## src/rtl/eirq_pkg.sv

```systemverilog
package eirq_pkg;

    localparam int SEL_W   = 4;
    localparam int PIN_CNT = 1 << SEL_W;
    localparam int CH_BITS = 8;

    typedef enum logic [1:0] {
        DET_LEVEL = 2'd0,
        DET_EDGE  = 2'd1,
        DET_BOTH  = 2'd2,
        DET_RSVD  = 2'd3
    } det_mode_e;

    // Packed MSB first so that it overlays one control byte: en, mode, pol, sel.
    typedef struct packed {
        logic             en;
        det_mode_e        mode;
        logic             pol;
        logic [SEL_W-1:0] sel;
    } chan_cfg_t;

    function automatic logic det_active(chan_cfg_t c);
        return c.en && (c.mode != DET_RSVD);
    endfunction

    function automatic logic is_level(chan_cfg_t c);
        return c.mode == DET_LEVEL;
    endfunction

    function automatic logic edge_hit(chan_cfg_t c, logic cur, logic prv);
        logic rise;
        logic fall;
        rise = cur & ~prv;
        fall = ~cur & prv;
        case (c.mode)
            DET_EDGE: return c.pol ? rise : fall;
            DET_BOTH: return rise | fall;
            default:  return 1'b0;
        endcase
    endfunction

endpackage

```

## src/rtl/eirq_cfg_reg.sv

```systemverilog
module eirq_cfg_reg
    import eirq_pkg::*;
#(
    parameter int CFG_W  = 32,
    parameter int NUM_CH = 2
) (
    input  logic                         clk,
    input  logic                         rst,
    input  logic                         we,
    input  logic [CFG_W-1:0]             wdata,
    output logic [CFG_W-1:0]             word_q,
    output chan_cfg_t [NUM_CH-1:0]       cfg_o
);

    always_ff @(posedge clk) begin
        if (rst) begin
            word_q <= '0;
        end else if (we) begin
            word_q <= wdata;
        end
    end

    for (genvar g = 0; g < NUM_CH; g++) begin : g_slice
        assign cfg_o[g] = chan_cfg_t'(word_q[g*CH_BITS +: CH_BITS]);
    end

endmodule

```

## src/rtl/eirq_pin_sync.sv

```systemverilog
module eirq_pin_sync
    import eirq_pkg::*;
#(
    parameter int STAGES = 2
) (
    input  logic               clk,
    input  logic               rst,
    input  logic [PIN_CNT-1:0] pins,
    input  logic [SEL_W-1:0]   sel,
    output logic               cur,
    output logic               prv,
    output logic               settling
);

    localparam int CNT_W = $clog2(STAGES + 1);

    logic [STAGES-1:0] shf;
    logic [SEL_W-1:0]  sel_q;
    logic [CNT_W-1:0]  cnt;
    logic              sel_moved;

    assign sel_moved = (sel_q != sel);

    always_ff @(posedge clk) begin
        if (rst) begin
            shf <= '0;
            prv <= 1'b0;
        end else begin
            shf <= {shf[STAGES-2:0], pins[sel]};
            prv <= shf[STAGES-1];
        end
    end

    // After a select change the stale samples drain for STAGES edges;
    // the history keeps tracking so no edge is seen once they are gone.
    always_ff @(posedge clk) begin
        if (rst) begin
            sel_q <= '0;
            cnt   <= '0;
        end else begin
            sel_q <= sel;
            if (sel_moved) begin
                cnt <= CNT_W'(STAGES);
            end else if (cnt != '0) begin
                cnt <= cnt - 1'b1;
            end
        end
    end

    assign cur      = shf[STAGES-1];
    assign settling = sel_moved || (cnt != '0);

endmodule

```

## src/rtl/eirq_detect.sv

```systemverilog
module eirq_detect
    import eirq_pkg::*;
(
    input  logic      clk,
    input  logic      rst,
    input  chan_cfg_t cfg,
    input  logic      cur,
    input  logic      prv,
    input  logic      settling,
    input  logic      clr,
    output logic      irq
);

    logic pending;
    logic hit;

    assign hit = !settling && edge_hit(cfg, cur, prv);

    always_ff @(posedge clk) begin
        if (rst) begin
            pending <= 1'b0;
        end else if (!det_active(cfg) || is_level(cfg)) begin
            pending <= 1'b0;
        end else if (hit) begin
            pending <= 1'b1;
        end else if (clr) begin
            pending <= 1'b0;
        end
    end

    always_comb begin
        if (!det_active(cfg)) begin
            irq = 1'b0;
        end else if (is_level(cfg)) begin
            irq = (cur == cfg.pol);
        end else begin
            irq = pending;
        end
    end

endmodule

```

## src/rtl/ext_irq_detect.sv

```systemverilog
module ext_irq_detect
    import eirq_pkg::*;
#(
    parameter int NUM_CH      = 2,
    parameter int CFG_W       = 32,
    parameter int SYNC_STAGES = 2
) (
    input  logic                      clk,
    input  logic                      rst,
    input  logic                      cfg_we,
    input  logic [CFG_W-1:0]          cfg_wdata,
    input  logic [NUM_CH*PIN_CNT-1:0] pins_in,
    input  logic [NUM_CH-1:0]         irq_clr,
    output logic [NUM_CH-1:0]         irq_req
);

    logic [CFG_W-1:0]        ctl_word;
    chan_cfg_t [NUM_CH-1:0]  ch_cfg;

    eirq_cfg_reg #(
        .CFG_W  (CFG_W),
        .NUM_CH (NUM_CH)
    ) u_cfg (
        .clk    (clk),
        .rst    (rst),
        .we     (cfg_we),
        .wdata  (cfg_wdata),
        .word_q (ctl_word),
        .cfg_o  (ch_cfg)
    );

    for (genvar c = 0; c < NUM_CH; c++) begin : g_ch
        logic cur;
        logic prv;
        logic settling;

        eirq_pin_sync #(
            .STAGES (SYNC_STAGES)
        ) u_sync (
            .clk      (clk),
            .rst      (rst),
            .pins     (pins_in[c*PIN_CNT +: PIN_CNT]),
            .sel      (ch_cfg[c].sel),
            .cur      (cur),
            .prv      (prv),
            .settling (settling)
        );

        eirq_detect u_det (
            .clk      (clk),
            .rst      (rst),
            .cfg      (ch_cfg[c]),
            .cur      (cur),
            .prv      (prv),
            .settling (settling),
            .clr      (irq_clr[c]),
            .irq      (irq_req[c])
        );
    end

endmodule

```

## config.mk

```make
export PLATFORM = sky130hd
export DESIGN_NAME = ext_irq_detect
export DESIGN_NICKNAME = d
export VERILOG_FILES = /design/src/rtl/eirq_pkg.sv /design/src/rtl/eirq_cfg_reg.sv /design/src/rtl/eirq_pin_sync.sv /design/src/rtl/eirq_detect.sv /design/src/rtl/ext_irq_detect.sv
export SDC_FILE = /design/constraint.sdc
export NUM_CORES = 1
export LEC_CHECK = 0
export BUFFER_PORTS_ARGS = -buffer_cell sky130_fd_sc_hd__clkbuf_2
export CAP_MARGIN = 10
export CORE_MARGIN = 2
export CORE_UTILIZATION = 38
export DETAILED_ROUTE_END_ITERATION = 10
export MAX_ROUTING_LAYER = met4
export PLACE_DENSITY = 0.67
export SYNTH_ARGS = -nofsm -noshare
export SYNTH_HDL_FRONTEND = slang
export SYNTH_SLANG_ARGS = --single-unit
export TNS_END_PERCENT = 20
```

## constraint.sdc

```tcl
create_clock -name clk -period 1.7 [get_ports clk]
set_clock_uncertainty 0.2 [all_clocks]
set_input_delay 0.17 -clock clk [delete_from_list [all_inputs] [get_ports clk]]
set_output_delay 0.17 -clock clk [all_outputs]
set_load 0.1 [all_outputs]
```

**After elaboration in Yosys (flattened, before gate mapping)**

Index checks and enable logic that the tools add are counted.

- Bits in registers: 36
- Bits in latches: 0
- Memory bits (writable): 0
- ROM bits: 0
- Input bits: 69
- Output and inout port bits: 2
- Logic and storage cells: 81
- Memories kept: 0

- $add $sub $neg: 2
- $mul: 0
- Divide/modulo/power cells: 0
- Order comparisons: 2
- Eq/ne operators: 10
- Shift-type cells: 0
- Mux-type cells: 20
- Bitwise gates (word level): 10
- Reduce and logical (&&, ||, !) cells: 24

Operators with widths:

| kind | number |
|---|---|
| $mux 1 | 12 |
| $reduce_bool 2->1 | 6 |
| $lt 4x5->1 const B | 2 |
| $bmux 1 s4 | 2 |
| $mux 2 | 4 |
| $ne 4x4->1 | 2 |
| $reduce_or 2->1 | 4 |
| $and 1x1->1 | 4 |
| $eq 2x1->1 const B | 2 |
| $eq 2x2->1 const B | 2 |
| $logic_and 1x1->1 | 4 |
| $logic_not 1->1 | 4 |
| $logic_not 2->1 | 2 |
| $logic_or 1x1->1 | 4 |
| $ne 2x2->1 const B | 2 |
| $not 1->1 | 4 |
| $pmux 1 s2 | 2 |
| $sub 2x1->2 const B | 2 |
| $eq 1x1->1 | 2 |
| $or 1x1->1 | 2 |

**Depth between registers and ports, before layout**

- Depth after elaboration: 6
- Depth in mapped cells: 6
- Depth with buffers taken out: 6

**Modules after synthesis**

Synthesis repeated with hierarchy kept, for this count alone.

- Cell total of the unflattened synthesis: 241
- Area, all modules: 2,547.4 sq um

By module, submodules not included:

| module | times used | cells an instance | area each (sq um) | sequential area each (sq um) |
|---|---|---|---|---|
| eirq_cfg_reg | 1 | 119 | 1,283.7 | 640.6 |
| eirq_pin_sync | 2 | 40 | 436.7 | 180.2 |
| eirq_detect | 2 | 21 | 195.2 | 20.0 |

**Least setup slack after synthesis**

Ideal clock, no wire load.

- Path kind: register to register
- Start: reg u_cfg.word_q[0]
- End: reg g_ch[0].u_sync.shf[0]
- Library setup time: 0.132 ns
- Arrival time: 1.252 ns
- Required time: 1.368 ns
- Path slack: 0.116 ns
- Cell stages (with the launch flop): 5
- Path buffers: 1
- Clock period less this slack: 1.584 ns
- Cell sequence: dfxtp_1 > buf_2 > mux4_2 > o2111ai_1 > a21oi_1

- Word-level cells in the longest chain between the ends: 2

Ends and longest elaborated chain:

| item | line | source |
|---|---|---|
| from (decl) | eirq_cfg_reg.sv:11 | `output logic [CFG_W-1:0] word_q,` |
| from (signal assigned) | eirq_cfg_reg.sv:19 | `word_q <= wdata;` |
| $bmux 1 s4 | eirq_pin_sync.sv:29 | `shf <= {shf[STAGES-2:0], pins[sel]};` |
| $mux 1 (implied by the code) | eirq_pin_sync.sv:29 |  |
| to (signal assigned) | eirq_pin_sync.sv:29 |  |
| to (decl) | eirq_pin_sync.sv:17 | `logic [STAGES-1:0] shf;` |

Every way passes these cells. The select of a mux whose other input is x is not followed.
A chain may end at the register's enable or synchronous reset.

**Worst setup path after layout**

- Start: reg u_cfg.word_q[5]
- End: out irq_req[0]

- Word-level cells in the longest chain between the ends: 3
- Elaborated cells between the ends (all ways): 5
- Classes of those cells: eq/ne: 1; mux: 2; reduce/logical: 2

Ends and longest elaborated chain:

| item | line | source |
|---|---|---|
| $logic_not 2->1 or $ne 2x2->1 (tied branches) | eirq_pkg.sv:27, eirq_pkg.sv:23 |  |
| $mux 1 or $logic_and 1x1->1 (tied branches) | eirq_detect.sv:34, eirq_pkg.sv:23 |  |
| $mux 1 * | eirq_detect.sv:32 | `if (!det_active(cfg)) begin` |
| to (decl) | ext_irq_detect.sv:14 | `output logic [NUM_CH-1:0] irq_req` |

Every way passes the cells marked *; elsewhere a longest branch is shown, timed or not.

==> results.cfg <==
[setup_path]
crit_fanout = 4
cp_cell_sequence = inv_2 > ha_4 > mux2i_1 > nor2_2 > buf_12
required_ns = 1.33
path_delay_family = flip-flops
cpPeakStageDelay_ns = 0.36
cp-start-kind = flop
worstSetupEndpointType = primary output
critPathKind = flop to primary output
crit_slowest_cell = dfxtp_2
worstPathBufferInverterCount = 2
arrival_ns = 1.31

[sta]
fin_ws_ns = 0.01564
finalSetupTns_ns = 0
hold_viol = 0
rsz0062_at_grt = yes
fin_crit_sh = 0.9908
worst-slew-pin-transition_ns = 0.3294
slew_headroom = 0.7801
setup_viol = 0
worst_hold_slack_ns = 0.08968
maxSlewViolCount = 0
fmax_mhz = 593.7
finalCriticalPeriod_ns = 1.684

[drt]
drc = 0
num_vias = 1498
vias_per_cell = 4.741
drt_pass1_iterations = 4
postRouteWirelength_mm = 3.550
wire_per_inst_um = 11.23
drt_iter0_drc = 41
ant_nets = 0

[global_route]
grt_pass1_wl_mm = 5.747
grt_antenna_before_repair = 0
grt_max_degree = 22
grt_pass1_vias = 1421
grt_remaining_overflow = 0
track_usage = 0.1439

[finish]
syn2layout_area_growth_pct = 39.52
multi_input_area_um2 = 1030
n_fill_cell = 424
stdcell_count = 316
diodes = 0
finalNetCount = 345
final_cell_area_um2 = 2540
layout-drive-gt1-share = 0.3664
final_common_cell = clkbuf_2
register_area_um2 = 728.2
final_cell_mix = clkbuf_2 (52), dfxtp_1 (30), mux2i_1 (27)

[yosys]
synth.distinct_cells = 28
synth_area_um2 = 1820
synth_nets = 265
syn_avg_cell_area_um2 = 9.894
yosys_warnings = 0
synthCells = 184
yosysSeqAreaShare = 0.3959
synth-seq-cells = 36

[cts]
htree_levels = 2
root_buffer = clkbuf_8
cts_tree = built
cts_buffers = 5
clkSinkCount = 36
clockBufferDepth = 2
clk_latency_ns = 0.28
path_clk_slew_ns = 0.06

[power]
p_sw_uw = 457.4
sw_frac_of_total = 0.2496
peakVddDrop_mv = 0.2694
clkPwrFrac = 0.286
combPwrFrac = 0.203
power_density_nw_per_um2 = 721.6
power_leakage_uw = 0.001162
p_int_uw = 1376
pwr-share-seq = 0.511

[place]
place_hpwl_mm = 2.566
io_buffers = 54
dpl_worst_slack_ns = 0.05993
place_inst = 289
placed_cell_area_um2 = 2196
gp_congestion = 0.7341

[status]
status = completed

[floorplanning]
core.rowCount = 25
core_area_um2 = 4661
initial_core_util = 0.3906
dieArea_um2 = 5360
die_w_um = 73.22
die_h_um = 73.22
io_pins = 71

[flow_run]
cap_violations = 0

[hold_path]
hold_class = input pin to flop
-- synth_stat cells --
library cell | number | area share
mux2_2 | 1 | 0.0062
o2111ai_1 | 3 | 0.014
xnor2_1 | 2 | 0.0096
o21ai_0 | 2 | 0.0055
nand2_1 | 3 | 0.0062
nor2b_1 | 8 | 0.027
a21oi_1 | 4 | 0.011
inv_1 | 14 | 0.029
nor4_1 | 2 | 0.0069
mux2i_1 | 27 | 0.15
clkbuf_1 | 7 | 0.014
mux4_1 | 1 | 0.014
a311o_1 | 1 | 0.0055
nor3_1 | 2 | 0.0055
nand2b_1 | 4 | 0.014
buf_6 | 1 | 0.0062
mux4_2 | 3 | 0.037
o22ai_1 | 3 | 0.010
buf_4 | 3 | 0.012
ha_1 | 12 | 0.082
xor2_1 | 8 | 0.038
buf_2 | 3 | 0.0082
nor3b_1 | 2 | 0.0082
nand3b_1 | 4 | 0.016
nand3_1 | 4 | 0.011
nand4b_1 | 2 | 0.0096
nor2_1 | 22 | 0.045
dfxtp_1 | 36 | 0.40
-- through the flow --
stage	total power (uW)	utilization
detailed placement	1269	0.4711
floorplan	1153	-
finish	1833	0.5450
CTS	1848	0.5380
global placement	1263	0.4711
global route	1926	0.5450
-- routing by layer --
| layer | vias to the layer above | global-route usage | share of wire |
|---|---|---|---|
| met4 | 0 | 0.06173 | 0.013 |
| met2 | 33 | 0.2513 | 0.51 |
| li1 | 774 | - | - |
| met5 | - | - | 0 |
| met3 | 5 | 0.03729 | 0.043 |
| met1 | 686 | 0.1523 | 0.43 |
-- worst register-to-register path: stages, from the launching register on --
cell and delay [ns]:
dfxtp_2 0.40, mux4_2 0.52, o2111ai_1 0.20, a21oi_1 0.09
-- final timing paths --
kind / from / to / slack, ns / depth (start not counted)
worst max-delay path: u_cfg.word_q[5] / irq_req[0] / 0.02 / 5
worst min-delay path: rst / g_ch[1].u_det.pending / 0.09 / 4
worst max register to register: u_cfg.word_q[0] / g_ch[0].u_sync.shf[0] / 0.17 / 3
worst min register to register: g_ch[0].u_sync.shf[0] / g_ch[0].u_sync.shf[1] / 0.24 / 1
-- registers in the layout, summed over array words and instances, names as in the netlist --
name,count
g_ch.u_sync.cnt,4
g_ch.u_det.pending,2
g_ch.u_sync.shf,4
u_cfg.word_q,16
g_ch.u_sync.sel_q,8
g_ch.u_sync.prv,2
-- power by group through the flow --
stage                     Sequential (uW)  Combinational [uW]  Clock (uW)
after global routing                  944                 415         567
after detailed placement              954                 315           0
after floorplan                       933                 220           0
after global placement                951                 311           0
after CTS                             936                 366         547
final                                 937                 372         523
-- timing repair --
action	4_1_cts	5_1_grt
hold buffers	18	0
setup endpoints to repair	2	8
gates resized for setup	13	7
endpoints found under the hold margin	18	0
setup buffers	4	0
pin swaps	4	2
cloned	0	0
-- final cells by class --
type	instances	share of cell area
timing repair buffer	87	0.2335
sequential	36	0.2867
inverter	14	0.02069
tap	54	0.02660
clock buffer	5	0.02709
multi-input combinational	120	0.4054
-- logic make-up after synthesis --
group           count (synthesis)  synth area share
buf+inv                        28           0.07010
compound gates                 13           0.04674
simple gates                   53            0.1505
mux                            32            0.2062
xor+xnor                       10           0.04811
flops                          36            0.3959
fa+ha+maj                      12           0.08247
Note: power is estimated with default switching activity, not from simulation.
